### src/rtl/sw_cmd_pkg.sv
`timescale 1ns/1ps
package sw_cmd_pkg;
  localparam int unsigned CMD_W  = 8;
  localparam int unsigned ADDR_W = CMD_W - 1;

  typedef enum logic [2:0] {
    ST_CMD,
    ST_DATA,
    ST_RDLAT,
    ST_TX,
    ST_BRK
  } link_st_e;

  typedef enum logic [1:0] {
    TX_IDLE,
    TX_TURN,
    TX_LOW,
    TX_GAP
  } tx_st_e;

  typedef struct packed {
    logic bit_vld;
    logic bit_val;
    logic err;
    logic brk;
  } rx_evt_t;
endpackage

### src/rtl/sw_line_rx.sv
`timescale 1ns/1ps
module sw_line_rx
  import sw_cmd_pkg::*;
#(
  parameter int unsigned ONE_MAX_CYC  = 60,
  parameter int unsigned ZERO_MAX_CYC = 150,
  parameter int unsigned BREAK_CYC    = 190
) (
  input  logic    clk_i,
  input  logic    rst_ni,
  input  logic    line_i,
  output rx_evt_t evt_o,
  output logic    line_hi_o
);
  localparam int unsigned CW = $clog2(BREAK_CYC + 1);

  logic [1:0]    sync_q;
  logic          line_q;
  logic          prev_q;
  logic [CW-1:0] low_cnt_q;
  logic          rise;
  rx_evt_t       evt_d, evt_q;

  assign line_q = sync_q[1];
  assign rise   = line_q & ~prev_q;

  always_ff @(posedge clk_i or negedge rst_ni) begin
    if (!rst_ni) begin
      sync_q    <= 2'b11;
      prev_q    <= 1'b1;
      low_cnt_q <= '0;
    end else begin
      sync_q <= {sync_q[0], line_i};
      prev_q <= line_q;
      if (!line_q) begin
        if (low_cnt_q != CW'(BREAK_CYC)) low_cnt_q <= low_cnt_q + CW'(1);
      end else begin
        low_cnt_q <= '0;
      end
    end
  end

  // low_cnt_q holds the finished pulse width on the rising cycle
  always_comb begin
    evt_d = '0;
    if (rise) begin
      if (low_cnt_q < CW'(ONE_MAX_CYC)) begin
        evt_d.bit_vld = 1'b1;
        evt_d.bit_val = 1'b1;
      end else if (low_cnt_q <= CW'(ZERO_MAX_CYC)) begin
        evt_d.bit_vld = 1'b1;
      end else if (low_cnt_q < CW'(BREAK_CYC)) begin
        evt_d.err = 1'b1;
      end
    end else if (!line_q && low_cnt_q == CW'(BREAK_CYC - 1)) begin
      evt_d.brk = 1'b1;
    end
  end

  always_ff @(posedge clk_i or negedge rst_ni) begin
    if (!rst_ni) evt_q <= '0;
    else         evt_q <= evt_d;
  end

  assign evt_o     = evt_q;
  assign line_hi_o = line_q;
endmodule

### src/rtl/sw_bit_tx.sv
`timescale 1ns/1ps
module sw_bit_tx
  import sw_cmd_pkg::*;
#(
  parameter int unsigned BYTE_W      = 8,
  parameter int unsigned TURN_CYC    = 190,
  parameter int unsigned TX_ONE_CYC  = 35,
  parameter int unsigned TX_ZERO_CYC = 110,
  parameter int unsigned TX_GAP_CYC  = 60
) (
  input  logic              clk_i,
  input  logic              rst_ni,
  input  logic              start_i,
  input  logic [BYTE_W-1:0] data_i,
  input  logic              abort_i,
  output logic              pull_o,
  output logic              busy_o,
  output logic              done_o
);
  localparam int unsigned M0 = (TURN_CYC > TX_ZERO_CYC) ? TURN_CYC : TX_ZERO_CYC;
  localparam int unsigned M1 = (M0 > TX_GAP_CYC) ? M0 : TX_GAP_CYC;
  localparam int unsigned M2 = (M1 > TX_ONE_CYC) ? M1 : TX_ONE_CYC;
  localparam int unsigned CW = $clog2(M2 + 1);
  localparam int unsigned IW = $clog2(BYTE_W);

  tx_st_e            st_q;
  logic [CW-1:0]     cnt_q;
  logic [IW-1:0]     idx_q;
  logic [BYTE_W-1:0] sh_q;
  logic              done_q;
  logic              cnt_end;

  assign cnt_end = (cnt_q == '0);

  always_ff @(posedge clk_i or negedge rst_ni) begin
    if (!rst_ni) begin
      st_q   <= TX_IDLE;
      cnt_q  <= '0;
      idx_q  <= '0;
      sh_q   <= '0;
      done_q <= 1'b0;
    end else begin
      done_q <= 1'b0;
      if (abort_i) begin
        st_q <= TX_IDLE;
      end else begin
        unique case (st_q)
          TX_IDLE: if (start_i) begin
            st_q  <= TX_TURN;
            cnt_q <= CW'(TURN_CYC - 1);
            sh_q  <= data_i;
            idx_q <= '0;
          end
          TX_TURN, TX_GAP: begin
            if (!cnt_end) begin
              cnt_q <= cnt_q - CW'(1);
            end else if (st_q == TX_GAP && idx_q == IW'(BYTE_W - 1)) begin
              st_q   <= TX_IDLE;
              done_q <= 1'b1;
            end else begin
              if (st_q == TX_GAP) begin
                idx_q <= idx_q + IW'(1);
                sh_q  <= sh_q >> 1;
              end
              st_q <= TX_LOW;
              // bit to send is sh_q[0] after the shift
              if (st_q == TX_GAP) cnt_q <= sh_q[1] ? CW'(TX_ONE_CYC - 1) : CW'(TX_ZERO_CYC - 1);
              else                cnt_q <= sh_q[0] ? CW'(TX_ONE_CYC - 1) : CW'(TX_ZERO_CYC - 1);
            end
          end
          TX_LOW: begin
            if (!cnt_end) begin
              cnt_q <= cnt_q - CW'(1);
            end else begin
              st_q  <= TX_GAP;
              cnt_q <= CW'(TX_GAP_CYC - 1);
            end
          end
          default: st_q <= TX_IDLE;
        endcase
      end
    end
  end

  assign pull_o = (st_q == TX_LOW);
  assign busy_o = (st_q != TX_IDLE);
  assign done_o = done_q;
endmodule

### src/rtl/sw_cmd_slave.sv
`timescale 1ns/1ps
module sw_cmd_slave
  import sw_cmd_pkg::*;
#(
  parameter int unsigned ONE_MAX_CYC  = 60,
  parameter int unsigned ZERO_MAX_CYC = 150,
  parameter int unsigned BREAK_CYC    = 190,
  parameter int unsigned RECOV_CYC    = 40,
  parameter int unsigned TURN_CYC     = 190,
  parameter int unsigned TX_ONE_CYC   = 35,
  parameter int unsigned TX_ZERO_CYC  = 110,
  parameter int unsigned TX_GAP_CYC   = 60
) (
  input  logic              clk_i,
  input  logic              rst_ni,
  input  logic              line_i,
  output logic              pull_o,
  output logic [ADDR_W-1:0] rf_addr_o,
  output logic              rf_we_o,
  output logic [CMD_W-1:0]  rf_wdata_o,
  input  logic [CMD_W-1:0]  rf_rdata_i
);
  localparam int unsigned BCW = $clog2(CMD_W);
  localparam int unsigned RCW = $clog2(RECOV_CYC + 1);

  rx_evt_t           rx_evt;
  logic              line_hi;
  link_st_e          state_q;
  logic [BCW-1:0]    bcnt_q;
  logic [CMD_W-1:0]  sh_q;
  logic [CMD_W-1:0]  byte_nxt;
  logic              last_bit;
  logic [ADDR_W-1:0] addr_q;
  logic              we_q;
  logic [CMD_W-1:0]  wdata_q;
  logic [RCW-1:0]    hi_cnt_q;
  logic              tx_start;
  logic              tx_abort;
  logic              tx_busy;
  logic              tx_done;

  sw_line_rx #(
    .ONE_MAX_CYC (ONE_MAX_CYC),
    .ZERO_MAX_CYC(ZERO_MAX_CYC),
    .BREAK_CYC   (BREAK_CYC)
  ) u_rx (
    .clk_i    (clk_i),
    .rst_ni   (rst_ni),
    .line_i   (line_i),
    .evt_o    (rx_evt),
    .line_hi_o(line_hi)
  );

  assign byte_nxt = {rx_evt.bit_val, sh_q[CMD_W-1:1]};
  assign last_bit = (bcnt_q == BCW'(CMD_W - 1));
  assign tx_start = (state_q == ST_RDLAT);
  assign tx_abort = rx_evt.brk;

  always_ff @(posedge clk_i or negedge rst_ni) begin
    if (!rst_ni) begin
      state_q  <= ST_CMD;
      bcnt_q   <= '0;
      sh_q     <= '0;
      addr_q   <= '0;
      we_q     <= 1'b0;
      wdata_q  <= '0;
      hi_cnt_q <= '0;
    end else begin
      we_q <= 1'b0;
      if (rx_evt.brk) begin
        state_q  <= ST_BRK;
        bcnt_q   <= '0;
        hi_cnt_q <= '0;
      end else begin
        unique case (state_q)
          ST_CMD, ST_DATA: begin
            if (rx_evt.err) begin
              state_q <= ST_CMD;
              bcnt_q  <= '0;
            end else if (rx_evt.bit_vld) begin
              sh_q   <= byte_nxt;
              bcnt_q <= last_bit ? '0 : bcnt_q + BCW'(1);
              if (last_bit) begin
                if (state_q == ST_CMD) begin
                  addr_q  <= byte_nxt[ADDR_W-1:0];
                  state_q <= byte_nxt[CMD_W-1] ? ST_DATA : ST_RDLAT;
                end else begin
                  we_q    <= 1'b1;
                  wdata_q <= byte_nxt;
                  state_q <= ST_CMD;
                end
              end
            end
          end
          ST_RDLAT: state_q <= ST_TX;
          ST_TX:    if (tx_done) state_q <= ST_CMD;
          ST_BRK: begin
            if (!line_hi) begin
              hi_cnt_q <= '0;
            end else if (hi_cnt_q == RCW'(RECOV_CYC - 1)) begin
              hi_cnt_q <= '0;
              state_q  <= ST_CMD;
            end else begin
              hi_cnt_q <= hi_cnt_q + RCW'(1);
            end
          end
          default: state_q <= ST_CMD;
        endcase
      end
    end
  end

  sw_bit_tx #(
    .BYTE_W     (CMD_W),
    .TURN_CYC   (TURN_CYC),
    .TX_ONE_CYC (TX_ONE_CYC),
    .TX_ZERO_CYC(TX_ZERO_CYC),
    .TX_GAP_CYC (TX_GAP_CYC)
  ) u_tx (
    .clk_i  (clk_i),
    .rst_ni (rst_ni),
    .start_i(tx_start),
    .data_i (rf_rdata_i),
    .abort_i(tx_abort),
    .pull_o (pull_o),
    .busy_o (tx_busy),
    .done_o (tx_done)
  );

  assign rf_addr_o  = addr_q;
  assign rf_we_o    = we_q;
  assign rf_wdata_o = wdata_q;
endmodule

### config.mk
export PLATFORM = sky130hd
export DESIGN_NAME = sw_cmd_slave
export DESIGN_NICKNAME = d
export VERILOG_FILES = /design/src/rtl/sw_cmd_pkg.sv /design/src/rtl/sw_line_rx.sv /design/src/rtl/sw_bit_tx.sv /design/src/rtl/sw_cmd_slave.sv
export SDC_FILE = /design/constraint.sdc
export NUM_CORES = 1
export LEC_CHECK = 0
export BUFFER_PORTS_ARGS = -buffer_cell sky130_fd_sc_hd__clkbuf_2
export CORE_MARGIN = 1.5
export CORE_UTILIZATION = 55
export CTS_CLUSTER_SIZE = 8
export DETAILED_ROUTE_END_ITERATION = 7
export PLACE_DENSITY = 0.74
export SLEW_MARGIN = 20
export SYNTH_ARGS = -nofsm -noshare
export SYNTH_HDL_FRONTEND = slang
export SYNTH_HIERARCHICAL = 1
export SYNTH_SLANG_ARGS = --single-unit
### constraint.sdc
create_clock -name clk_i -period 4.8 [get_ports clk_i]
set_input_delay 0.48 -clock clk_i [delete_from_list [all_inputs] [get_ports clk_i]]
set_output_delay 0.48 -clock clk_i [all_outputs]
set_load 0.01 [all_outputs]
==> impl_metrics.ini <==
[finish]
n_antenna_cell = 0
area_growth_pct = 9.15
drive_gt1_frac = 0.280
final_common_cell = dfrtp_1
final_cell_mix = 69 x dfrtp_1, 30 x mux2_2, 26 x clkbuf_2, 19 x a21oi_1, 19 x nand2_1
finalNetCount = 381
instances_no_fill = 438

[setup_path]
slowest_delay_ns = 0.44
end_kind = flip-flop
crit_fanout = 11
crit_family = simple AND/OR/NAND/NOR gates
worstPathCellList = inv_1 -> ha_1 -> and2b_2 -> nor4_1 -> o21ai_2 -> mux2_4
crit_type = reg2reg
crit_arrival_ns = 2.69
path_buf_inv = 1
crit_path_start_kind = flip-flop
cp.required_ns = 5.02
slowest_stage = dfrtp_1

[routing]
vias = 2640
antenna_left = 0
first_iter_violations = 220
wl_per_cell_um = 15.5
drt_wl_total_mm = 6.77
vias_per_cell = 6.03
dr.pass1.iters = 6
drc = 2

[die]
start_util = 0.578
io-pin-count = 28
fp.dieH_um = 85.4
die_x_um = 85.4
coreArea_um2 = 6460
die_area_um2 = 7290
rows = 29

[sta]
rsz0062_at_grt = no
hold_slack_ns = 0.225
tightest_slew_ns = 1.00
setup_tns_ns = 0
slew-limit-headroom = 0.331
period_minus_slack_ns = 2.47
finalMaxSlewViolations = 0
hold_violations = 0
fmax_mhz = 404
setup_violations = 0
clock_skew_ns = 0.0103
post-route-worst-setup-slack_ns = 2.33
fin_crit_sh = 0.516

[power]
leakage_uw = 0.00196
pwr-share-clk = 0.222
power.internal_uw = 1430
swShare = 0.344
p_switching_uw = 751
p_total_uw = 2180
p_comb_frac = 0.365
powerDensity_nw_per_um2 = 536
peakVddDrop_v = 0.000379
pwr-share-seq = 0.413

[yosys]
netlist_area_um2 = 3730
syn_area_per_cell_um2 = 11.2
syn_nets = 357
syn_inst = 332
yosys_warnings = 6

[clock_network]
cts_hold_buf = 0
cts_num_sinks = 72
clock_path_buffers = 2
cts-root-buf = clkbuf_8
cts_tree = done
post-cts-setup-buffer-count = 0
clkLatencyLatePin_ns = 0.34
cts_resized = 0
cts_htree_levels = 3
cts_made_buffers = 9
path_clk_slew_ns = 0.07

[placement]
hpwlAfterDp_mm = 4.68
placed_cells = 422
routabilityCongestion = 0.896
pre_cts_ws_ns = 2.31
port_buffers = 27

[flow_run]
maxCapViolCount = 0

[run_status]
outcome = complete, but fails checks
violations = DRC

[global_routing]
grt_max_degree = 73
grt_pass1_vias = 2565
grt_overflow = 0
grtUsageTotal = 0.200
antenna_found_initial = 0
grt_pass1_wl_mm = 11.5

[hold_path]
hold_class = in2reg
state kept, by name, summed over array words and instances, names as in the netlist, 4 cells and up:
name,cells
u_tx/cnt_q,8
rf_wdata_o,8
u_rx/low_cnt_q,8
sh_q,7
hi_cnt_q,6
rf_addr_o,7
u_tx/sh_q,8
u_rx/evt_o,4
cell type report:
type,instances,area [µm²]
fillers,555,2380
flip-flops and latches,72,1810
multi-input cells,233,1780
repair buffers,28,143
clock buffers,10,138
well taps,77,96.3
clock inverters,6,67.6
inverters,12,45.0
metrics by stage:
| stage | util | area [µm²] |
|---|---|---|
| 2_1_floorplan | - | 3730 |
| 3_3_place_gp | 0.599 | 3870 |
| 3_5_place_dp | 0.599 | 3870 |
| 4_1_cts | 0.631 | 4070 |
| 5_1_grt | 0.631 | 4070 |
| 6_report | 0.631 | 4070 |
final timing paths:
path	start	endpoint	slack, ns	depth (start not counted)
max in group asynchronous	rst_ni	u_tx/st_q[1]	3.89	2
worst min register to register	u_rx/sync_q[0]	u_rx/sync_q[1]	0.36	0
worst max-delay path	u_tx/st_q[0]	u_tx/idx_q[2]	2.33	6
worst min-delay path	line_i	u_rx/sync_q[0]	0.22	1
min in group asynchronous	rst_ni	rf_addr_o[2]	0.35	2
worst max register to register	u_tx/st_q[0]	u_tx/idx_q[2]	2.33	6
per-layer routing:
layer  global-route usage  wire length [µm]
met5                    0                 0
met4               0.0733                78
met1                0.270              3240
met3               0.0389               303
met2                0.323              3150
power groups by stage:
stage	Sequential, µW	Clock [µW]	Combinational, µW
after global routing	924	521	873
after floorplan	877	0	666
after detailed placement	912	0	794
after global placement	903	0	768
final	901	486	796
after CTS	900	498	798
(Power assumes the default switching activity.)
